### src/rtl/key_wake_pkg.sv
package key_wake_pkg;
  typedef enum logic {
    DIR_IN  = 1'b0,
    DIR_OUT = 1'b1
  } key_dir_e;
endpackage

### src/rtl/key_sync.sv
module key_sync #(
  parameter int unsigned WIDTH  = 4,
  parameter int unsigned STAGES = 2
) (
  input  logic             clk,
  input  logic             rst,
  input  logic [WIDTH-1:0] d_i,
  output logic [WIDTH-1:0] q_o
);
  logic [WIDTH-1:0] stage_q [STAGES];

  for (genvar s = 0; s < STAGES; s++) begin : g_stage
    if (s == 0) begin : g_first
      always_ff @(posedge clk) begin
        if (rst) stage_q[s] <= '1;
        else     stage_q[s] <= d_i;
      end
    end else begin : g_next
      always_ff @(posedge clk) begin
        if (rst) stage_q[s] <= '1;
        else     stage_q[s] <= stage_q[s-1];
      end
    end
  end

  assign q_o = stage_q[STAGES-1];
endmodule

### src/rtl/key_merge.sv
module key_merge
  import key_wake_pkg::*;
#(
  parameter int unsigned WIDTH = 4
) (
  input  logic [WIDTH-1:0] pad_i,
  input  logic [WIDTH-1:0] dir_i,
  input  logic             dis_i,
  output logic             level_o
);
  logic [WIDTH-1:0] masked;

  for (genvar i = 0; i < WIDTH; i++) begin : g_line
    assign masked[i] = pad_i[i] | (dir_i[i] == DIR_OUT);
  end

  assign level_o = dis_i | (&masked);
endmodule

### src/rtl/key_edge_flag.sv
module key_edge_flag (
  input  logic clk,
  input  logic rst,
  input  logic level_i,
  input  logic clr_i,
  output logic flag_o
);
  logic prev_q;
  logic flag_q;
  logic fall;

  assign fall = prev_q & ~level_i;

  always_ff @(posedge clk) begin
    if (rst) begin
      prev_q <= 1'b1;
      flag_q <= 1'b0;
    end else begin
      prev_q <= level_i;
      flag_q <= fall | (flag_q & ~clr_i);
    end
  end

  assign flag_o = flag_q;

  assert_flag_sticky_R6: assert property (@(posedge clk) disable iff (rst)
    (flag_q && !clr_i) |=> flag_q);
  assert_clear_drops_R7: assert property (@(posedge clk) disable iff (rst)
    (clr_i && !(prev_q && !level_i)) |=> !flag_q);
  assert_edge_wins_R7: assert property (@(posedge clk) disable iff (rst)
    (prev_q && !level_i) |=> flag_q);
endmodule

### src/rtl/key_wake_irq.sv
module key_wake_irq #(
  parameter int unsigned NUM_KEYS    = 4,
  parameter int unsigned SYNC_STAGES = 2
) (
  input  logic                clk,
  input  logic                rst,
  input  logic [NUM_KEYS-1:0] key_pad_i,
  input  logic [NUM_KEYS-1:0] key_dir_i,
  input  logic                key_dis_i,
  input  logic                flag_clr_i,
  output logic                irq_o,
  output logic                wake_o
);
  logic [NUM_KEYS-1:0] pad_sync;
  logic                raw_level;
  logic                sync_level;

  key_sync #(.WIDTH(NUM_KEYS), .STAGES(SYNC_STAGES)) u_sync (
    .clk(clk), .rst(rst), .d_i(key_pad_i), .q_o(pad_sync)
  );

  key_merge #(.WIDTH(NUM_KEYS)) u_merge_sync (
    .pad_i(pad_sync), .dir_i(key_dir_i), .dis_i(key_dis_i), .level_o(sync_level)
  );

  key_merge #(.WIDTH(NUM_KEYS)) u_merge_raw (
    .pad_i(key_pad_i), .dir_i(key_dir_i), .dis_i(key_dis_i), .level_o(raw_level)
  );

  key_edge_flag u_flag (
    .clk(clk), .rst(rst), .level_i(sync_level), .clr_i(flag_clr_i), .flag_o(irq_o)
  );

  assign wake_o = ~raw_level;

  assert_disable_no_req_R4: assert property (@(posedge clk) disable iff (rst)
    (key_dis_i && $past(key_dis_i)) |-> !$rose(irq_o));
  assert_disable_no_wake_R5: assert property (@(posedge clk) disable iff (rst)
    key_dis_i |-> !wake_o);
  assert_outputs_ignored_R1: assert property (@(posedge clk) disable iff (rst)
    (&key_dir_i) |-> !wake_o);
  assert_no_irq_after_reset_R9: assert property (@(posedge clk)
    $past(rst) |-> !irq_o);
endmodule

### config.mk
export PLATFORM = sky130hd
export DESIGN_NAME = key_wake_irq
export DESIGN_NICKNAME = d
export VERILOG_FILES = /design/src/rtl/key_wake_pkg.sv /design/src/rtl/key_sync.sv /design/src/rtl/key_merge.sv /design/src/rtl/key_edge_flag.sv /design/src/rtl/key_wake_irq.sv
export SDC_FILE = /design/constraint.sdc
export NUM_CORES = 1
export LEC_CHECK = 0
export BUFFER_PORTS_ARGS = -buffer_cell sky130_fd_sc_hd__buf_2
export CORE_AREA = 3 3 40 42
export CTS_CLUSTER_DIAMETER = 150
export CTS_CLUSTER_SIZE = 25
export DETAILED_ROUTE_END_ITERATION = 10
export DIE_AREA = 0 0 43 45
export PLACE_DENSITY = 0.52
export SLEW_MARGIN = 20
export SYNTH_ARGS = -nofsm -noshare
export SYNTH_HDL_FRONTEND = slang
export SYNTH_SLANG_ARGS = --single-unit
### constraint.sdc
create_clock -name clk -period 0.8 [get_ports clk]
set_clock_uncertainty 0.05 [all_clocks]
set_input_delay 0.12 -clock clk [delete_from_list [all_inputs] [get_ports clk]]
set_output_delay 0.12 -clock clk [all_outputs]
set_load 0.1 [all_outputs]
==> impl_metrics.csv, run 1 <==
group,metric,value,unit
run_status,run_status,"complete, but fails checks",
run_status,failing_checks,"negative setup slack",
worst_setup_path,cp_num_buf_inv,1,
worst_setup_path,path_cells,"buf_12",
power,power.density_cell_area,2097,nW/um2
routing,detailedRoute.firstIterationViolations,0,
cells_and_area,antenna_cells,0,
cts,cts_tree,"done",
global_route,grt_max_degree,11,
floorplanning,die_height,45,um
routing,drt-wirelength-per-cell,9.985,um
cts,cts.reportedPaths.clkPinSlew,0.07,ns
timing,tightest_slew,0.1574,ns
hold_path,min_from,"key_pad_i[0]",
routing,drc,0,
cts,post_cts_buffers,0,
timing,finalWorstPathRequiredPeriod,0.9589,ns
floorplanning,rows,13,
worst_setup_path,criticalPathCategory,"flip-flop to output pin",
worst_setup_path,worst_setup_path_end_kind,"output pin",
timing,clock.fmax,1043,MHz
routing,drt_first_pass_iters,1,
routing,route.detailed.vias_per_inst,4.075,
synthesis,synth_cells,30,
timing,slew_violations,0,
synthesis,yosysSeqAreaShare,60.61,%
floorplanning,die_width,43,um
floorplanning,dieArea,1935,um2
hold_path,hp-class,"input port to flip-flop",
run,maxCapViolations,0,
synthesis,yosys_register_bits,10,
worst_setup_path,worst_ep_required_time,0.63,ns
synthesis,syn_nets,42,
placement,place_congestion,0.6354,
routing,vias_after_detailed_routing,273,
power,cellLeakagePower,0.2471,nW
synthesis,yosys.cell_types.count,9,
placement,placement.io_buffers,13,
timing,finalHoldViolCount,0,
cts,cts_num_sinks,10,
worst_setup_path,critPathLaunchType,"flip-flop",
synthesis,synthSimpleGateAreaFrac,21.59,%
global_route,gr-total-overflow,0,
cts,cts_hold_buf,0,
synthesis,area_of_the_mapped_netlist,330.3,um2
worst_setup_path,cp.arrival,0.79,ns
cells_and_area,fin_util,44.01,%
worst_setup_path,worst_r2r_endpoint,"u_flag.flag_o$_SDFF_PP0_",
cts,cts-root-to-sink-buffers,2,
timing,worst_slew_margin_rel,89.51,%
synthesis,mean_cell_area_of_the_mapped_netlist,11.01,um2
timing,final_min_period_over_clock_period,119.9,%
cells_and_area,layout_common_cells,"9 x sky130_fd_sc_hd__buf_2, 8 x sky130_fd_sc_hd__or2_2, 8 x sky130_fd_sc_hd__dfxtp_1, 5 x sky130_fd_sc_hd__buf_4",
cts,clk_root_buffer_cell,"sky130_fd_sc_hd__clkbuf_4",
global_route,grt_antenna_before_repair,0,
synthesis,synth_compound_area_share,16.67,%
cells_and_area,layout.cells.most_common,"sky130_fd_sc_hd__buf_2",
worst_setup_path,critical-path-top-delay-family,"flip-flops",
cells_and_area,final_instance_count_without_filler_cells,67,
routing,route.antenna.remaining_nets,0,
global_route,first_global_vias,246,
synthesis,synthMuxAreaShare,0,%
routing,totalWireLength,669,um
floorplanning,ioPinCount,14,
cells_and_area,nets,65,
synthesis,largest_family_of_logic_cells_by_synthesized_area,"simple AND/OR/NAND/NOR gates",
worst_setup_path,critical_path.max_fanout,2,
cts,cts_max_level,1,
worst_setup_path,setup.reg_to_reg.worst_slack,0.02,ns
synthesis,synth-xor-area-share,0,%
synthesis,netlist_top_cells_area,"sky130_fd_sc_hd__dfxtp_1 61%, sky130_fd_sc_hd__or2_2 15%, sky130_fd_sc_hd__o22ai_2 7.6%, sky130_fd_sc_hd__o21ai_2 5.3%, sky130_fd_sc_hd__o22ai_1 3.8%",
hold_path,holdPathEnd,"u_sync.stage_q[0][0]$_SDFF_PP1_",
cells_and_area,areaGrowthSynthToFinish,71.21,%
timing,final.hold.worst_slack,0.02079,ns
cells_and_area,final_layout_size_suffix_gt1_share,78.85,%
power,vdd_ir_drop_max,0.001249,V
floorplanning,initial_core_util,25.71,%
cts,insertion_delay,0.27,ns
synthesis,share_of_synthesized_cell_area_in_full_adder_half_adder_and_majority_cells,0,%
timing,setup_slack,-0.1589,ns
global_route,globalRouteTotalUtil,8.528,%
synthesis,synth_top_area_share,60.61,%
synthesis,synthDominantAreaCellType,"sky130_fd_sc_hd__dfxtp_1",
floorplanning,core_box_area,1285,um2
timing,timing.final.setup_violations,2,
placement,post-dp-hpwl,492,um
worst_setup_path,worst-r2r-cell-count,3,
placement,place.detailed.instances,63,
hold_path,hold_path_depth,2,
cts,cts_bufs_inserted,3,
global_route,grt_first_pass_wirelength,1076,um
worst_setup_path,worst_path_max_delay_cell,"sky130_fd_sc_hd__dfxtp_4",
synthesis,yosysWarnings,0,
worst_setup_path,critical-path-max-stage-delay,0.36,ns
timing,grt_setup_unrepaired,"true",
worst_setup_path,reg2reg_launch_point,"u_sync.stage_q[1][0]$_SDFF_PP1_",
[how the worst max path moves through the flow]
| stage | from | end | slack (ns) | cells after the start |
|---|---|---|---|---|
| 5_1_grt | u_flag.flag_o$_SDFF_PP0_ | irq_o | -0.20 | 1 |
| 3_3_place_gp | key_dir_i[0] | wake_o | -0.17 | 5 |
| 2_1_floorplan | key_dir_i[0] | wake_o | -0.19 | 3 |
| 6_report | u_flag.flag_o$_SDFF_PP0_ | irq_o | -0.16 | 1 |
| 4_1_cts | u_flag.flag_o$_SDFF_PP0_ | irq_o | -0.18 | 1 |
| 3_5_place_dp | key_dir_i[0] | wake_o | -0.15 | 5 |
[registers in the layout, summed over array words and instances (netlist names)]
name / count
u_flag.flag_o: 1
u_flag.prev_q: 1
u_sync.stage_q: 8
[final cells by class]
class / count / area, um2
flip-flops and latches: 10 / 205.2
multi-input cells: 19 / 156.4
fillers: 123 / 719.4
clock buffers: 4 / 36.28
well taps: 15 / 18.77
repair buffers: 18 / 145.1
inverters: 1 / 3.754
[where the power goes]
part           switching (W)  internal, W
registers         0.00000753     0.000519
logic               0.000103     0.000100
clock network       0.000179     0.000277
total               0.000290     0.000896
[per-layer routing]
| layer | up-vias | GRT usage (%) | part of all wire, % |
|---|---|---|---|
| met5 | - | 0 | 0 |
| met4 | 0 | 5.422 | 1.9 |
| met3 | 2 | 7.570 | 11 |
| met2 | 10 | 12.28 | 50 |
| met1 | 118 | 8.049 | 37 |
| li1 | 143 | - | - |
[cell families after synthesis]
logic type,after synthesis
and+or+nand+nor,13
AOI/OAI and AO/OA,6
buffers and inverters,1
DFF,10
[timing repair]
item                                    4_1_cts  5_1_grt
cloned                                        0        0
gates resized for setup                       5        2
pin swaps                                     2        1
hold endpoints to repair                      0        0
endpoints found under the setup margin        3        3
[through the flow]
step	TNS (ns)	total power [W]	instance area [um2]	setup WS, ns
2_1_floorplan	-0.1860	0.0006262	341.6	-0.1860
3_3_place_gp	-0.1997	0.0007192	493.0	-0.1697
3_5_place_dp	-0.2013	0.0007207	493.0	-0.1491
4_1_cts	-0.2815	0.001211	556.8	-0.1771
5_1_grt	-0.3445	0.001262	565.5	-0.1992
6_report	-0.2507	0.001186	565.5	-0.1589
[cells in the mapped netlist, drive strengths merged]
master and number:
o21ai 2, nor2 4, inv 1, or2 8, o22ai 4, dfxtp 10, nand2 1
Power figures use the tool's default switching activity.
==> run 2, diff against run 1 <==
Settings changed: GPL_TIMING_DRIVEN set to 0, TNS_END_PERCENT set to 1.
==> run 2 against run 1 <==
The flow still finishes with violations (negative setup slack); maximum frequency up 0.89%; cell area down 10%; core utilization down 4.6 points; via count down 7.7%; critical path depth unchanged; register-to-register slack better by 0.02 ns; non-clock buffer count down 5; worst setup slack better by 0.0085 ns; hold slack better by 0.0040 ns; critical endpoint unchanged.
==> impl_metrics.csv, run 2 (synthesis results as in run 1) <==
group,metric,value,unit
run_status,run_status,"complete, but fails checks",
run_status,failing_checks,"negative setup slack",
floorplanning,initial_core_util,25.71,%
cells_and_area,multi_input_area,148.9,um2
worst_setup_path,worst_ep_required_time,0.63,ns
cells_and_area,areaGrowthSynthToFinish,53.41,%
placement,post-dp-hpwl,471.2,um
cells_and_area,layout.cells.most_common,"sky130_fd_sc_hd__buf_2",
cts,cts_num_sinks,10,
timing,timing.final.setup_violations,2,
worst_setup_path,worst_path_max_delay_cell,"sky130_fd_sc_hd__dfxtp_2",
cells_and_area,fill_cells,129,
global_route,globalRouteTotalUtil,7.280,%
floorplanning,core_box_area,1285,um2
worst_setup_path,critical-path-max-stage-delay,0.35,ns
timing,finalHoldViolCount,0,
power,power.internal,0.0008742,W
routing,detailedRoute.firstIterationViolations,2,
routing,vias_after_detailed_routing,252,
power,swShare,23.43,%
placement,postPlaceCellArea,422.9,um2
cells_and_area,fin_util,39.44,%
cells_and_area,register_ranked_first_by_flip_flop_count,"u_sync.stage_q",
cts,cts_max_level,1,
routing,drt-wirelength-per-cell,9.935,um
floorplanning,die_height,45,um
routing,drc,0,
timing,finalWorstPathRequiredPeriod,0.9504,ns
power,power.density_cell_area,2253,nW/um2
cts,cts_tree,"done",
floorplanning,ioPinCount,14,
run,maxCapViolations,0,
cts,clk_root_buffer_cell,"sky130_fd_sc_hd__clkbuf_4",
cells_and_area,nets,60,
worst_setup_path,path_cells,"buf_12",
power,comb_power_share,15.1,%
routing,drt_first_pass_iters,3,
power,seqPwrFrac,46.4,%
placement,placement.io_buffers,13,
cells_and_area,final_layout_size_suffix_gt1_share,78.72,%
cells_and_area,antenna_cells,0,
global_route,gr-total-overflow,0,
cts,cts_hold_buf,0,
worst_setup_path,critical-path-top-delay-family,"flip-flops",
placement,place_congestion,0.6538,
cts,cts-root-to-sink-buffers,2,
cts,insertion_delay,0.26,ns
power,switch_pwr,0.0002675,W
timing,worst_slew_margin_rel,89.19,%
timing,slew_violations,0,
power,vdd_ir_drop_max,0.001403,V
cells_and_area,seqCellArea,203.9,um2
cts,cts.reportedPaths.clkPinSlew,0.06,ns
cells_and_area,final_instance_count_without_filler_cells,62,
timing,grt_setup_unrepaired,"true",
placement,place.detailed.instances,58,
cells_and_area,layout_common_cells,"11 x sky130_fd_sc_hd__buf_2, 8 x sky130_fd_sc_hd__or2_2, 7 x sky130_fd_sc_hd__dfxtp_1, 4 x sky130_fd_sc_hd__o22ai_2",
hold_path,hp-class,"input port to flip-flop",
global_route,grt_max_degree,11,
worst_setup_path,worst_setup_path_end_kind,"output pin",
global_route,grt_first_pass_wirelength,966,um
worst_setup_path,cp_num_buf_inv,1,
timing,clock.fmax,1052,MHz
power,cellLeakagePower,0.2186,nW
routing,totalWireLength,616,um
placement,place_ws,-0.3766,ns
cts,cts_bufs_inserted,3,
timing,final_min_period_over_clock_period,118.8,%
cells_and_area,stdcell_area,506.7,um2
global_route,grt_antenna_before_repair,0,
floorplanning,die_width,43,um
power,clkPwrFrac,38.5,%
floorplanning,rows,13,
worst_setup_path,cp.arrival,0.78,ns
cts,post_cts_buffers,0,
routing,route.detailed.vias_per_inst,4.065,
worst_setup_path,critical_path.max_fanout,2,
routing,route.antenna.remaining_nets,0,
timing,setup_slack,-0.1504,ns
cells_and_area,largest_register_ff_count,8,
timing,finalSetupTns,-0.2704,ns
worst_setup_path,critPathLaunchType,"flip-flop",
worst_setup_path,criticalPathCategory,"flip-flop to output pin",
timing,tightest_slew,0.1622,ns
floorplanning,dieArea,1935,um2
global_route,first_global_vias,233,
## run 2: changes by cell type in the layout (fill, tap and decap cells not counted), sizes merged
cell,change
buf,-5
## run 2: final timing paths
path | from | end | slack [ns] | cells after the start
setup / recovery | u_flag.flag_o$_SDFF_PP0_ | irq_o | -0.15 | 1
setup reg to reg | u_sync.stage_q[1][3]$_SDFF_PP1_ | u_flag.flag_o$_SDFF_PP0_ | 0.04 | 3
hold / removal | key_pad_i[0] | u_sync.stage_q[0][0]$_SDFF_PP1_ | 0.02 | 2
hold reg to reg | u_sync.stage_q[0][2]$_SDFF_PP1_ | u_sync.stage_q[1][2]$_SDFF_PP1_ | 0.36 | 1
## run 2: cell type report
class / instances / share of cell area, %
clock buffer: 4 / 7.160
inverter: 1 / 0.7407
multi-input combinational: 19 / 29.38
sequential: 10 / 40.25
tap: 15 / 3.704
timing repair buffer: 13 / 18.77
## run 2: timing repair
| item | CTS | global route |
|---|---|---|
| gates resized for setup | 11 | 2 |
| pin swaps | 1 | 2 |
| setup endpoints to repair | 2 | 3 |
## run 2: through the flow
stage,hold WS (ns),total power (W)
2_1_floorplan,0.1738,0.0006282
3_3_place_gp,0.2778,0.0006793
3_5_place_dp,0.2799,0.0006802
4_1_cts,0.01573,0.001167
5_1_grt,0.01915,0.001198
6_report,0.02474,0.001142
## run 2: layer usage
metal	global-route usage [%]	vias up	share of wire (%)
met5	0	-	0
met4	1.807	0	0
met3	5.976	0	9.9
met2	10.78	9	51
met1	8.068	108	39
li1	-	135	-
## run 2: power by group through the flow
| stage | Sequential, W | Combinational [W] | Clock [W] |
|---|---|---|---|
| after floorplan | 0.000556 | 0.0000723 | 0 |
| after global placement | 0.000538 | 0.000141 | 0 |
| after detailed placement | 0.000539 | 0.000142 | 0 |
| after CTS | 0.000529 | 0.000174 | 0.000464 |
| after global routing | 0.000531 | 0.000185 | 0.000482 |
| final | 0.000529 | 0.000173 | 0.000440 |
